[src/rtl/pow2_divider_pkg.sv]
package pow2_divider_pkg;

  // Strobes from control to datapath, at most one active per cycle.
  typedef struct packed {
    logic advance;   // add one to the count
    logic restart;   // clear the count and load a new code
  } stepStrobeT;

  // Counter bit that drives the auxiliary output for a given code, or -1
  // when the output is held low. Bit k of a binary count divides by 2^(k+1).
  function automatic int tapIndex(int codeW, int code);
    if (code < 2) return -1;
    if (codeW == 4) begin
      if (code == 7) return -1;
      if (code >= 8) return code - 7;
      return 8;
    end
    if (code == 22 || code == 23) return -1;
    if (code >= 24 && code <= 29) return 2 + 2 * ((code - 24) / 2);
    return 8;
  endfunction

endpackage

[src/rtl/pow2_divider_ctrl.sv]
module pow2_divider_ctrl
  import pow2_divider_pkg::*;
#(
  parameter int CODE_W = 5
) (
  input  logic              clk,
  input  logic              clearN,
  input  logic              clkA,
  input  logic              clkB,
  input  logic [CODE_W-1:0] progCode,
  output logic              syncN,
  output stepStrobeT        strb,
  output logic [CODE_W-1:0] activeCode
);

  localparam logic [CODE_W-1:0] MIN_ACTIVE = CODE_W'(2);

  logic [1:0] clrPipe;
  logic       aPrev;
  logic       bPrev;
  logic       riseA;
  logic       riseB;
  logic       qualEdge;
  logic       codeDiff;

  // Clear: immediate on assertion, two-stage release into the clk domain.
  always_ff @(posedge clk or negedge clearN) begin
    if (!clearN) clrPipe <= 2'b00;
    else         clrPipe <= {clrPipe[0], 1'b1};
  end
  assign syncN = clrPipe[1];

  // Previous levels reset high so that an input held high is not a rise.
  always_ff @(posedge clk or negedge syncN) begin
    if (!syncN) begin
      aPrev      <= 1'b1;
      bPrev      <= 1'b1;
      activeCode <= '0;
    end else begin
      aPrev <= clkA;
      bPrev <= clkB;
      if (strb.restart) activeCode <= progCode;
    end
  end

  always_comb begin
    riseA    = clkA && !aPrev;
    riseB    = clkB && !bPrev;
    qualEdge = syncN && ((riseA && !clkB) || (riseB && !clkA));
    codeDiff = (progCode != activeCode);
    strb.restart = qualEdge && codeDiff;
    strb.advance = qualEdge && !codeDiff && (activeCode >= MIN_ACTIVE);
  end

  AST_LEVEL_INHIBIT: assert property (@(posedge clk) disable iff (!syncN)
    (clkA && clkB) |-> !(strb.advance || strb.restart));

  AST_CODE_LOADED: assert property (@(posedge clk) disable iff (!syncN)
    $past(strb.restart) |-> (activeCode == $past(progCode)));

endmodule

[src/rtl/pow2_divider_dp.sv]
module pow2_divider_dp
  import pow2_divider_pkg::*;
#(
  parameter int CODE_W = 5
) (
  input  logic              clk,
  input  logic              rstN,
  input  stepStrobeT        strb,
  input  logic [CODE_W-1:0] activeCode,
  output logic              q,
  output logic              tap
);

  localparam int NUM_CODES = 1 << CODE_W;
  localparam int CNT_W     = NUM_CODES - 1;
  localparam logic [CODE_W-1:0] MIN_ACTIVE = CODE_W'(2);

  logic [CNT_W-1:0]     cnt;
  logic [NUM_CODES-1:0] qVec;
  logic [NUM_CODES-1:0] tapVec;

  always_ff @(posedge clk or negedge rstN) begin
    if (!rstN)             cnt <= '0;
    else if (strb.restart) cnt <= '0;
    else if (strb.advance) cnt <= cnt + 1'b1;
  end

  // One candidate per code; the loaded code picks one of each.
  for (genvar c = 0; c < NUM_CODES; c++) begin : g_sel
    localparam int TI = tapIndex(CODE_W, c);
    if (c >= 2) begin : g_q
      assign qVec[c] = cnt[c-1];
    end else begin : g_qlow
      assign qVec[c] = 1'b0;
    end
    if (TI >= 0) begin : g_tap
      assign tapVec[c] = cnt[TI];
    end else begin : g_taplow
      assign tapVec[c] = 1'b0;
    end
  end

  assign q   = qVec[activeCode];
  assign tap = tapVec[activeCode];

  AST_HOLD_WITHOUT_STEP: assert property (@(posedge clk) disable iff (!rstN)
    (!$past(strb.advance) && !$past(strb.restart)) |-> ($stable(q) && $stable(tap)));

  AST_RESTART_LOW: assert property (@(posedge clk) disable iff (!rstN)
    $past(strb.restart) |-> (!q && !tap));

  AST_INHIBIT_LOW: assert property (@(posedge clk) disable iff (!rstN)
    (activeCode < MIN_ACTIVE) |-> (!q && !tap));

endmodule

[src/rtl/pow2_divider.sv]
module pow2_divider
  import pow2_divider_pkg::*;
#(
  parameter int CODE_W = 5
) (
  input  logic              clk,
  input  logic              clearN,
  input  logic              clkA,
  input  logic              clkB,
  input  logic [CODE_W-1:0] progCode,
  output logic              q,
  output logic              tap
);

  logic              syncN;
  stepStrobeT        strb;
  logic [CODE_W-1:0] activeCode;

  pow2_divider_ctrl #(.CODE_W(CODE_W)) u_ctrl (
    .clk        (clk),
    .clearN     (clearN),
    .clkA       (clkA),
    .clkB       (clkB),
    .progCode   (progCode),
    .syncN      (syncN),
    .strb       (strb),
    .activeCode (activeCode)
  );

  pow2_divider_dp #(.CODE_W(CODE_W)) u_dp (
    .clk        (clk),
    .rstN       (syncN),
    .strb       (strb),
    .activeCode (activeCode),
    .q          (q),
    .tap        (tap)
  );

endmodule

[config.mk]
export PLATFORM = sky130hd
export DESIGN_NAME = pow2_divider
export DESIGN_NICKNAME = d
export VERILOG_FILES = /design/src/rtl/pow2_divider_pkg.sv /design/src/rtl/pow2_divider_ctrl.sv /design/src/rtl/pow2_divider_dp.sv /design/src/rtl/pow2_divider.sv
export SDC_FILE = /design/constraint.sdc
export NUM_CORES = 1
export LEC_CHECK = 0
export ABC_AREA = 1
export CORE_ASPECT_RATIO = 1.4
export CORE_MARGIN = 2
export CORE_UTILIZATION = 64
export DETAILED_ROUTE_END_ITERATION = 7
export DONT_BUFFER_PORTS = 1
export PLACE_DENSITY = 0.8
export SYNTH_ARGS = -nofsm -noshare
export SYNTH_HDL_FRONTEND = slang
export SYNTH_SLANG_ARGS = --single-unit
export TNS_END_PERCENT = 50
[constraint.sdc]
create_clock -name clk -period 1.8 [get_ports clk]
set_clock_uncertainty 0.2 [all_clocks]
set_input_delay 0 -clock clk [delete_from_list [all_inputs] [get_ports clk]]
set_output_delay 0 -clock clk [all_outputs]
set_load 0.01 [all_outputs]
==> metrics.txt <==
Avg Cell Area, Syn 6.74 µm²; crit end category register; Longest Clk Path Bufs 2; Synth area leaders dfrtp_1 32%, nand2_1 17%, nor2_1 9.3%; Synth Warn # 0; Distinct cells, synth 34; startpoint types register; total global-route track usage 34.2%; CP Class reg2reg; slowest cell on the critical path dfrtp_2; Mapped Nets 447; Final Hold Viols 0; CP max FO 11; Simple-Gate Fraction of Synth Area 46.5%; Yosys top cell by area dfrtp_1; vias per cell 5.91; Max H-tree Level 2; Setup-failing EPs final 37; fmax 518 MHz; Max-Cap Viols 0; Chip Width 61.3 µm; wirelength, routed 9260 µm; Detailed Place HPWL 5610 µm; max-slew violations 0; commonest non-fill, non-tap cell in the layout nand2_1; Die Height 84.2 µm; main combinational cell family by area after synthesis simple AND/OR/NAND/NOR gates; Syn Inst Count 436; core area 4460 µm²; arrival time at the worst endpoint 1.95 ns; Post-Layout Cell Count 527; post-synthesis compound-gate area fraction 8.22%; IO Port Bufs 0; Max rail drop VDD 0.382 mV; Worst-path clk slew 0.08 ns; DR WL/cell 17.6 µm; worst min path class in2reg; Synth Area in Adders 0.851%; global placement routability congestion 1.01; initial antenna violation count 0; number of global-route vias before repair 2838; Vias 3117; Initial Utilization 65.9%; Worst R2R Setup Slack -0.13 ns; pin count of the biggest net entering global routing 37; most frequent cells in the layout 129 x nand2_1, 69 x nor2_1, 31 x inv_1; Root Driver clkbuf_8; #FFs+latches synth 40; fin crit period 1.93 ns; CTS tree yes; gr ovfl total 0; full die area 5160 µm²; post-route ant nets 0; mux cell area share after synthesis 0%; failing checks setup timing; pre-CTS WS 0.0290 ns; Placed Cells 499; crit-path max cell delay 0.49 ns; sequential-to-total area share from yosys stat 34.1%; TritonRoute pass-1 iters 5; drt drc 0; RSZ-0062 raised after global routing true; Power Density 731 nW/µm²; critical path cell sequence xor2_1 -> nor2_1 -> nand3_1 -> nand2_4 -> inv_4 -> nand2_1 -> o21ai_1; synthesized area 2940 µm²; IO Count 11; # nets final 475; Final Cycle Share 107%; CP Data Required Time 1.82 ns; layout cells sized above 1 21.3%; clk_lat worst skew 0.30 ns; top cell type's share of synthesized area 32.4%; outcome finished, violations left; starting DRC count in detailed routing 360; xor/xnor share of the synthesized area 2.09%; Antenna Cells 0; final worst setup slack -0.129 ns; fillers 307; Std-Cell Rows 29; clock sink count 40; total CTS buffers 5; first-pass GRT wire length 13100 µm; leakage 1.72 nW; area growth from synthesis to layout 19.2%
-- per-layer routing --
layer  wire length [µm]  track usage [%]  vias up
met5                  0                0        -
li1                   -                -     1437
met3                751             8.63       63
met1               3500             40.3     1414
met4                616             18.6        0
met2               4390             55.0      203
-- per-stage QoR --
stage / utilization [%] / area [µm²] / power, mW / setup TNS [ns] / hold WS (ns)
floorplan: - / 2940 / 1.41 / 0 / -0.496
detailed placement: 69.0 / 3080 / 1.55 / 0 / -0.496
global placement: 69.0 / 3080 / 1.54 / 0 / -0.496
global route: 78.5 / 3500 / 2.68 / -3.63 / 0.0346
CTS: 74.3 / 3310 / 2.34 / 0 / 0.0156
finish: 78.5 / 3500 / 2.56 / -2.76 / 0.0248
-- final cells by class --
type                            instances  area (µm²)  share of cell area, %
Tap cell                               62        77.6                   2.21
Inverter                               39         155                   4.43
Timing Repair Buffer                   35         372                   10.6
Clock buffer                            5        68.8                   1.96
Multi-Input combinational cell        343        1770                   50.6
Clock inverter                          3        42.5                   1.21
Sequential cell                        40        1020                   29.0
-- synth_stat cells (all sizes together) --
| master | number |
|---|---|
| nand3b | 4 |
| a21oi | 15 |
| dfstp | 2 |
| conb | 1 |
| and2 | 1 |
| xnor2 | 1 |
| nand3 | 32 |
| xor2 | 6 |
| a21o | 2 |
| clkbuf | 2 |
| buf | 12 |
| o211ai | 3 |
| a22oi | 1 |
| inv | 38 |
| o21bai | 3 |
| o21ai | 19 |
| clkinv | 1 |
| nor2 | 91 |
| dfrtp | 38 |
| nand4 | 13 |
| ha | 2 |
| nor3 | 5 |
| nand2 | 144 |
-- registers in the layout, summed over array words and instances (netlist names) --
| register | cells |
|---|---|
| u_ctrl.aPrev | 1 |
| u_dp.cnt | 31 |
| u_ctrl.bPrev | 1 |
| u_ctrl.clrPipe | 2 |
| u_ctrl.activeCode | 5 |
-- kinds of logic (layout without fill, tap and decap cells) --
family	Yosys count	in the layout
flip-flops	40	40
AO/OA/AOI/OAI	43	43
adder cells (fa/ha/maj)	2	2
buffers and inverters	53	82
other	1	1
AND/OR/NAND/NOR	290	290
XOR/XNOR	7	7
-- report_power, final --
| part | internal, mW | total (mW) | switching [mW] |
|---|---|---|---|
| Clock | 0.411 | 0.752 | 0.342 |
| Sequential | 0.962 | 1.05 | 0.0924 |
| Combinational | 0.300 | 0.756 | 0.456 |
| Total | 1.67 | 2.56 | 0.890 |
-- worst max-delay path: cells and delay by family (launching register included) --
kind                   cells  cell delay (ns)
AO/OA/AOI/OAI              1             0.10
XOR/XNOR                   1             0.43
AND/OR/NAND/NOR            4             0.47
flip-flops                 1             0.49
buffers and inverters      1             0.15
-- worst paths after layout --
check                                                      start                                to  cells past startpoint
min in group asynchronous            u_ctrl.clrPipe[1]$_DFF_PN0_            u_ctrl.aPrev$_DFF_PN1_                      0
worst max register to register  u_ctrl.activeCode[1]$_DFFE_PN0N_  u_ctrl.activeCode[1]$_DFFE_PN0N_                      7
max in group asynchronous            u_ctrl.clrPipe[1]$_DFF_PN0_           u_dp.cnt[5]$_DFFE_PN0P_                      1
worst min-delay path                                 progCode[3]          u_dp.cnt[21]$_DFFE_PN0P_                      5
worst min register to register       u_ctrl.clrPipe[1]$_DFF_PN0_            u_ctrl.aPrev$_DFF_PN1_                      0
worst max-delay path            u_ctrl.activeCode[1]$_DFFE_PN0N_  u_ctrl.activeCode[1]$_DFFE_PN0N_                      7
-- what timing repair did --
action	in CTS	in global routing
buffers inserted	3	7
pin swaps	1	9
resized for setup	4	40
hold buffers	9	0
hold endpoints to repair	9	0
gates cloned	0	1
setup endpoints to repair	1	37
(Power assumes the default switching activity.)
